--- config.mk ---
export PLATFORM = sky130hd
export DESIGN_NAME = lockstep_stall_ctrl
export DESIGN_NICKNAME = d
export VERILOG_FILES = /design/src/rtl/lsp_pkg.sv /design/src/rtl/lsp_slot.sv /design/src/rtl/lsp_advance.sv /design/src/rtl/lockstep_stall_ctrl.sv
export SDC_FILE = /design/constraint.sdc
export NUM_CORES = 1
export LEC_CHECK = 0
export ABC_AREA = 1
export BUFFER_PORTS_ARGS = -buffer_cell sky130_fd_sc_hd__buf_4
export CAP_MARGIN = 25
export CELL_PAD_IN_SITES_DETAIL_PLACEMENT = 1
export CELL_PAD_IN_SITES_GLOBAL_PLACEMENT = 2
export CORE_ASPECT_RATIO = 0.5
export CORE_MARGIN = 3
export CORE_UTILIZATION = 30
export DETAILED_ROUTE_END_ITERATION = 6
export MAX_ROUTING_LAYER = met4
export PLACE_DENSITY_LB_ADDON = 0.1
export SYNTH_ARGS = -nofsm -noshare
export SYNTH_HDL_FRONTEND = slang
export SYNTH_SLANG_ARGS = --single-unit
--- constraint.sdc ---
create_clock -name clk -period 1.5 [get_ports clk]
set_clock_uncertainty 0.15 [all_clocks]
set_input_delay 0.3 -clock clk [delete_from_list [all_inputs] [get_ports clk]]
set_output_delay 0.3 -clock clk [all_outputs]
set_load 0.05 [all_outputs]
--- src/rtl/lsp_pkg.sv ---
package lsp_pkg;

  // A slot lets the pipeline move when it is empty, already finished,
  // or finishing in this very cycle.
  function automatic logic slot_clear(input logic occupied,
                                      input logic finished,
                                      input logic done_now);
    return !occupied || finished || done_now;
  endfunction

  // The tail may move when it is empty or the consumer takes it.
  function automatic logic tail_free(input logic tail_occupied,
                                     input logic sink_ready);
    return !tail_occupied || sink_ready;
  endfunction

endpackage

--- src/rtl/lsp_slot.sv ---
module lsp_slot #(
  parameter int DATA_W = 8
) (
  input  logic              clk,
  input  logic              rst_n,
  input  logic              adv,
  input  logic              up_v,
  input  logic [DATA_W-1:0] up_d,
  input  logic              done_in,
  output logic              v,
  output logic [DATA_W-1:0] d,
  output logic              clear,
  output logic              start
);
  import lsp_pkg::*;

  logic finished;

  always_ff @(posedge clk or negedge rst_n) begin
    if (!rst_n) begin
      v        <= 1'b0;
      d        <= '0;
      finished <= 1'b0;
      start    <= 1'b0;
    end else begin
      start <= adv && up_v;
      if (adv) begin
        v        <= up_v;
        d        <= up_d;
        finished <= 1'b0;
      end else if (v && done_in) begin
        finished <= 1'b1;
      end
    end
  end

  assign clear = slot_clear(v, finished, done_in);

  // An occupied slot that has not finished must block the shared enable.
  assert_wait_busy_R3: assert property (@(posedge clk) disable iff (!rst_n)
    (v && !finished && !done_in) |-> !adv);

  // A loaded item gets its start pulse on the following cycle.
  assert_start_pulse_R6: assert property (@(posedge clk) disable iff (!rst_n)
    (adv && up_v) |=> (start && v));

  // A bubble never produces a start pulse.
  assert_no_start_bubble_R6: assert property (@(posedge clk) disable iff (!rst_n)
    (adv && !up_v) |=> (!start && !v));

endmodule

--- src/rtl/lsp_advance.sv ---
module lsp_advance #(
  parameter int N_STAGES = 4
) (
  input  logic                clk,
  input  logic                rst_n,
  input  logic [N_STAGES-1:0] clear_vec,
  input  logic                tail_v,
  input  logic                sink_ready,
  output logic                all_clear,
  output logic                adv
);
  import lsp_pkg::*;

  assign all_clear = &clear_vec;
  assign adv       = all_clear && tail_free(tail_v, sink_ready);

  // An occupied tail never moves unless the consumer takes it.
  assert_tail_guard_R4: assert property (@(posedge clk) disable iff (!rst_n)
    (tail_v && !sink_ready) |-> !adv);

  // With every slot clear and a free tail the enable must fire.
  assert_must_move_R2: assert property (@(posedge clk) disable iff (!rst_n)
    (all_clear && (!tail_v || sink_ready)) |-> adv);

endmodule

--- src/rtl/lockstep_stall_ctrl.sv ---
module lockstep_stall_ctrl #(
  parameter int N_STAGES = 4,
  parameter int DATA_W   = 8
) (
  input  logic                clk,
  input  logic                rst_n,
  input  logic                in_valid,
  input  logic [DATA_W-1:0]   in_data,
  output logic                in_ready,
  input  logic [N_STAGES-1:0] stage_done,
  output logic                stage_en,
  output logic [N_STAGES-1:0] stage_start,
  output logic                out_valid,
  output logic [DATA_W-1:0]   out_data,
  input  logic                out_ready
);
  localparam int TAIL = N_STAGES - 1;

  logic [N_STAGES-1:0] slot_v;
  logic [N_STAGES-1:0] slot_clear;
  logic [DATA_W-1:0]   slot_d [N_STAGES];
  logic                all_clear;
  logic                adv;

  genvar k;
  generate
    for (k = 0; k < N_STAGES; k++) begin : g_slot
      logic              up_v;
      logic [DATA_W-1:0] up_d;
      if (k == 0) begin : g_head
        assign up_v = in_valid;
        assign up_d = in_data;
      end else begin : g_body
        assign up_v = slot_v[k-1];
        assign up_d = slot_d[k-1];
      end
      lsp_slot #(.DATA_W(DATA_W)) i_slot (
        .clk     (clk),
        .rst_n   (rst_n),
        .adv     (adv),
        .up_v    (up_v),
        .up_d    (up_d),
        .done_in (stage_done[k]),
        .v       (slot_v[k]),
        .d       (slot_d[k]),
        .clear   (slot_clear[k]),
        .start   (stage_start[k])
      );
    end
  endgenerate

  lsp_advance #(.N_STAGES(N_STAGES)) i_advance (
    .clk        (clk),
    .rst_n      (rst_n),
    .clear_vec  (slot_clear),
    .tail_v     (slot_v[TAIL]),
    .sink_ready (out_ready),
    .all_clear  (all_clear),
    .adv        (adv)
  );

  assign stage_en  = adv;
  assign in_ready  = adv;
  assign out_valid = slot_v[TAIL] && all_clear;
  assign out_data  = slot_d[TAIL];

  // A refused output is held, with its data, into the next cycle.
  assert_hold_out_R4: assert property (@(posedge clk) disable iff (!rst_n)
    (out_valid && !out_ready) |=> (out_valid && $stable(out_data)));

  // An occupied tail leaves only through an accepted output handshake.
  assert_tail_exit_R7: assert property (@(posedge clk) disable iff (!rst_n)
    (stage_en && slot_v[TAIL]) |-> (out_valid && out_ready));

  // While any slot is still busy, neither side may transfer.
  assert_quiet_stall_R3: assert property (@(posedge clk) disable iff (!rst_n)
    !all_clear |-> (!in_ready && !out_valid));

endmodule

Word-level counts from Yosys, hierarchy flattened. Index checks and enable logic that the tools add are counted.

Muxes and demuxes: 8. Reductions and logical operators: 28.

Operator list (number): logical AND 1 bit (10); logical OR 1 bit (9); two-way mux 1 bit (8); nonzero test 2 bit (4); zero test 1 bit (4); AND reduction 4 bit (1).

Register bits: 44. Bits of input ports: 16. Logic and storage cells: 52.

Depth between registers and ports, before layout.
Word-level depth: 6. Mapped depth: 8. Depth with buffers taken out: 7.

Modules after synthesis. A second synthesis with hierarchy kept.

Cells, all modules: 200. Area, all modules: 1760.4 um^2.

Modules (own cells, without submodules): lsp_slot (instances 4, cells each 47, area an instance 426.7 um^2, sequential area each 275.3 um^2); lsp_advance (instances 1, cells each 9, area an instance 38.8 um^2, sequential area each 0.0 um^2); lockstep_stall_ctrl (instances 1, cells each 3, area an instance 15.0 um^2, sequential area each 0.0 um^2).

Worst setup path before layout. No wires, ideal clock.

Path type: reg2out. Start: register g_slot[3].i_slot.v. End: output port out_valid. Arrival: 1689 ps. Data required time: 1050 ps. Setup slack: -639 ps. Stages on the path, launching flop included: 4. Path through: dfrtp_1 nand3_1 nand2_2 nor3_1.

Longest elaborated chain between the ends: 5.

RTL lines: start: declaration (RTL line lsp_slot.sv:10) `output logic v,`; start signal: assignment (RTL line lsp_slot.sv:28) `v <= up_v;`; zero test 1 bit (RTL line lsp_pkg.sv:8) `return !occupied || finished || done_now;`; logical OR 1 bit (2 in series) (RTL line lsp_pkg.sv:8); AND reduction 4 bit (RTL line lsp_advance.sv:14) `assign all_clear = &clear_vec;`; logical AND 1 bit (*) (RTL line lockstep_stall_ctrl.sv:64) `assign out_valid = slot_v[TAIL] && all_clear;`; end: declaration (RTL line lockstep_stall_ctrl.sv:13) `output logic out_valid,`.

Mark *: on every way between the ends. The rest lies on a longest branch, timed or not.

Worst setup path in the final report.
Start: register g_slot[3].i_slot.v. End: output port stage_en.

Longest elaborated chain between the ends: 5.

RTL lines: zero test 1 bit (*) (RTL line lsp_pkg.sv:8, lsp_pkg.sv:14); logical OR 1 bit (2 in series) (RTL line lsp_pkg.sv:8); AND reduction 4 bit (RTL line lsp_advance.sv:14); logical AND 1 bit (*) (RTL line lsp_advance.sv:15) `assign adv = all_clear && tail_free(tail_v, sink_ready);`; end: declaration (RTL line lockstep_stall_ctrl.sv:11) `output logic stage_en,`.

Marks and branches as above.

==> flow_results.xml <==
<?xml version="1.0" encoding="UTF-8"?>
<metrics>
  <group name="run_status">
    <metric name="status" unit="">complete, but fails checks</metric>
    <metric name="failing_checks" unit="">negative setup slack</metric>
  </group>
  <group name="worst_setup_path">
    <metric name="critPathArrivalTime" unit="ps">1380</metric>
    <metric name="rrSetupSlack" unit="ps">-130</metric>
    <metric name="crit_path_start" unit="">g_slot[3].i_slot.v$_DFFE_PN0P_</metric>
    <metric name="worst-path-max-fanout" unit="">3</metric>
    <metric name="timing.critical_path.to" unit="">stage_en</metric>
    <metric name="cp_top_family" unit="">flip-flops</metric>
    <metric name="critical_path_buf_inv_count" unit="">3</metric>
    <metric name="timing.setup.critical_path_class" unit="">reg2out</metric>
    <metric name="reg2reg_from" unit="">g_slot[0].i_slot.finished$_DFFE_PN0P_</metric>
    <metric name="worstPathCellList" unit="">inv_2 -&gt; or2_4 -&gt; nand2_8 -&gt; clkinvlp_4 -&gt; buf_8</metric>
    <metric name="timing.critical_path.depth" unit="">5</metric>
    <metric name="timing.rr.end" unit="">g_slot[1].i_slot.d[2]$_DFFE_PN0P_</metric>
    <metric name="critical_path_required" unit="ps">1050</metric>
    <metric name="cp_max_stage_cell" unit="">dfrtp_1</metric>
    <metric name="crit_path_start_kind" unit="">flop</metric>
    <metric name="critical_path.max_stage_delay" unit="ps">410</metric>
    <metric name="r2r_cells" unit="">10</metric>
    <metric name="worst_setup_path_end_kind" unit="">primary output</metric>
  </group>
  <group name="logic_synthesis">
    <metric name="synth-warning-count" unit="">0</metric>
    <metric name="synth.distinct_cells" unit="">16</metric>
    <metric name="postSynthAreaPerCell" unit="µm²">9.33</metric>
    <metric name="yosys_register_bits" unit="">44</metric>
    <metric name="syn_nets" unit="">213</metric>
    <metric name="syn_inst" unit="">197</metric>
    <metric name="synth.yosys.seq_area_share" unit="%">59.9</metric>
    <metric name="synth_area" unit="µm²">1840</metric>
  </group>
  <group name="cells_and_area">
    <metric name="final_cell_area" unit="µm²">2890</metric>
    <metric name="antenna-diode-count" unit="">0</metric>
    <metric name="mostFrequentLayoutCells" unit="">nand2_1, dfrtp_1, buf_4</metric>
    <metric name="layout-area-overhead-vs-synth" unit="%">57.2</metric>
    <metric name="num-nets-final" unit="">267</metric>
    <metric name="most_common_cell_after_layout_fill_and_taps_aside" unit="">nand2_1</metric>
    <metric name="drive_gt1_share" unit="%">46.8</metric>
  </group>
  <group name="pwr">
    <metric name="static-leakage-power" unit="nW">1.48</metric>
    <metric name="vdd_ir_drop_max" unit="mV">0.862</metric>
    <metric name="power-per-cell-area" unit="nW/µm²">2740</metric>
  </group>
  <group name="clocking">
    <metric name="clock_path_buffers" unit="">2</metric>
    <metric name="cts_max_level" unit="">2</metric>
    <metric name="cts.clk_slew.worst_paths" unit="ps">60</metric>
    <metric name="clkSinkCount" unit="">44</metric>
    <metric name="numCtsBuffers" unit="">5</metric>
    <metric name="worst_skew_pair_later_pin_latency" unit="ps">290</metric>
    <metric name="root_buffer" unit="">clkbuf_16</metric>
    <metric name="cts_tree" unit="">yes</metric>
  </group>
  <group name="global_route">
    <metric name="global_route.usage.total" unit="%">14.3</metric>
    <metric name="first_global_vias" unit="">1553</metric>
    <metric name="initial_antenna_violation_count" unit="">0</metric>
    <metric name="maximum_number_of_pins_on_one_net_before_global_route_repair" unit="">37</metric>
    <metric name="grt_ovf" unit="">0</metric>
    <metric name="grt_pass1_wl" unit="µm">7300</metric>
  </group>
  <group name="sta">
    <metric name="slew_headroom" unit="%">84.1</metric>
    <metric name="final-hold-violation-count" unit="">0</metric>
    <metric name="hold-worst-slack" unit="ps">78.4</metric>
    <metric name="worst_pin_slew" unit="ps">238</metric>
    <metric name="setup_viol" unit="">40</metric>
    <metric name="max_freq" unit="MHz">548</metric>
    <metric name="slew_viol_final" unit="">0</metric>
    <metric name="layout_setup_ws" unit="ps">-326</metric>
    <metric name="period_needed" unit="ps">1830</metric>
    <metric name="layout_worst_path_cycle_share" unit="%">122</metric>
    <metric name="grt_setup_unrepaired" unit="">yes</metric>
  </group>
  <group name="placement">
    <metric name="placed_cell_area" unit="µm²">2210</metric>
    <metric name="finalWeightedCongestion" unit="">0.755</metric>
    <metric name="dp_slack" unit="ps">-105</metric>
    <metric name="hpwlAfterDp" unit="µm">2590</metric>
    <metric name="portBuffers" unit="">30</metric>
  </group>
  <group name="route">
    <metric name="drtAntennaViolNets" unit="">0</metric>
    <metric name="routed_wl" unit="µm">5280</metric>
    <metric name="routed_wire_length_per_instance" unit="µm">16.2</metric>
    <metric name="drt_iter0_drc" unit="">51</metric>
    <metric name="vias_per_cell" unit="">4.71</metric>
    <metric name="via_total_after_detailed_routing" unit="">1531</metric>
    <metric name="remaining_drc_errors" unit="">0</metric>
    <metric name="drtPass1Iterations" unit="">4</metric>
  </group>
  <group name="floorplanning">
    <metric name="placeableCoreArea" unit="µm²">5710</metric>
    <metric name="design.die.area" unit="µm²">7160</metric>
    <metric name="initial_utilization" unit="%">32.2</metric>
    <metric name="die_h" unit="µm">61.4</metric>
    <metric name="die_w" unit="µm">117</metric>
    <metric name="rows" unit="">19</metric>
    <metric name="top_level_ports" unit="">31</metric>
  </group>
  <group name="min_path">
    <metric name="hold_path.class" unit="">in2reg</metric>
  </group>
  <group name="run">
    <metric name="max_cap_violations" unit="">0</metric>
  </group>
</metrics>
-- worst min-delay path, cell delays in order --
cell	delay (ps)
buf_4	80
nand3_2	60
nand2_1	50
-- cell usage after synthesis (all sizes together) --
library cell / n / area (µm²)
nor3: 1 / 5.00
a21oi: 4 / 20.0
nand2: 75 / 300
nor2: 5 / 35.0
inv: 12 / 45.0
or2: 1 / 6.26
nand3: 38 / 190
nand3b: 2 / 15.0
dfrtp: 44 / 1100
buf: 15 / 120
-- kinds of logic after synthesis --
family / synth area share, %
buffers and inverters: 8.99
AOI/OAI and AO/OA: 1.09
DFF: 59.9
and+or+nand+nor: 30.0
-- state kept, by name (all words and copies together) (netlist names) --
| register | cells |
|---|---|
| g_slot.i_slot.start | 4 |
| g_slot.i_slot.v | 4 |
| g_slot.i_slot.d | 32 |
| g_slot.i_slot.finished | 4 |
-- per-layer routing --
layer  global-route usage, %  part of all wire (%)  up-vias
met1                    17.2                    47      763
met5                       -                     0        -
met2                    22.7                    48       30
li1                        -                     -      728
met3                    4.71                   3.7       10
met4                    5.39                   2.0        0
-- layout make-up --
cell class	instances	area [µm²]
Clock buffer	6	139
Fill cell	617	2820
Multi-Input combinational cell	126	810
Tap cell	73	91.3
Inverter	12	48.8
Sequential cell	44	1100
Clock inverter	2	10.0
Timing Repair Buffer	62	689
-- report_power, final --
group	internal, mW	switching [mW]
clock	0.657	0.457
sequential	1.75	0.333
combinational	2.12	2.59
-- metrics by stage --
stage               std cells  utilization, %  TNS, ps  power, mW
floorplan                 197               -     -750       4.24
global placement          300            38.7     -914       5.08
detailed placement        300            38.7    -1740       5.15
CTS                       318            46.0    -2680       7.25
global route              325            50.6    -6150       8.49
finish                    325            50.6    -3250       7.91
-- how the worst min path moves through the flow --
stage | startpoint | endpoint | cells after the start
after floorplan | rst_n | g_slot[0].i_slot.d[0]$_DFFE_PN0P_ | 0
after detailed placement | rst_n | g_slot[0].i_slot.start$_DFF_PN0_ | 1
after global routing | in_data[5] | g_slot[0].i_slot.d[5]$_DFFE_PN0P_ | 3
final | in_data[5] | g_slot[0].i_slot.d[5]$_DFFE_PN0P_ | 3
after CTS | in_data[1] | g_slot[0].i_slot.d[1]$_DFFE_PN0P_ | 3
after global placement | rst_n | g_slot[0].i_slot.start$_DFF_PN0_ | 1
-- what timing repair did --
action / 4_1_cts / 5_1_grt
gates cloned: 3 / 5
resized for setup: 29 / 49
endpoints found under the hold margin: 16 / 0
hold buffers: 1 / 0
setup buffers: 6 / 11
setup endpoints to repair: 39 / 47
pin swaps: 6 / 25
Note: power is estimated with default switching activity, not from simulation.
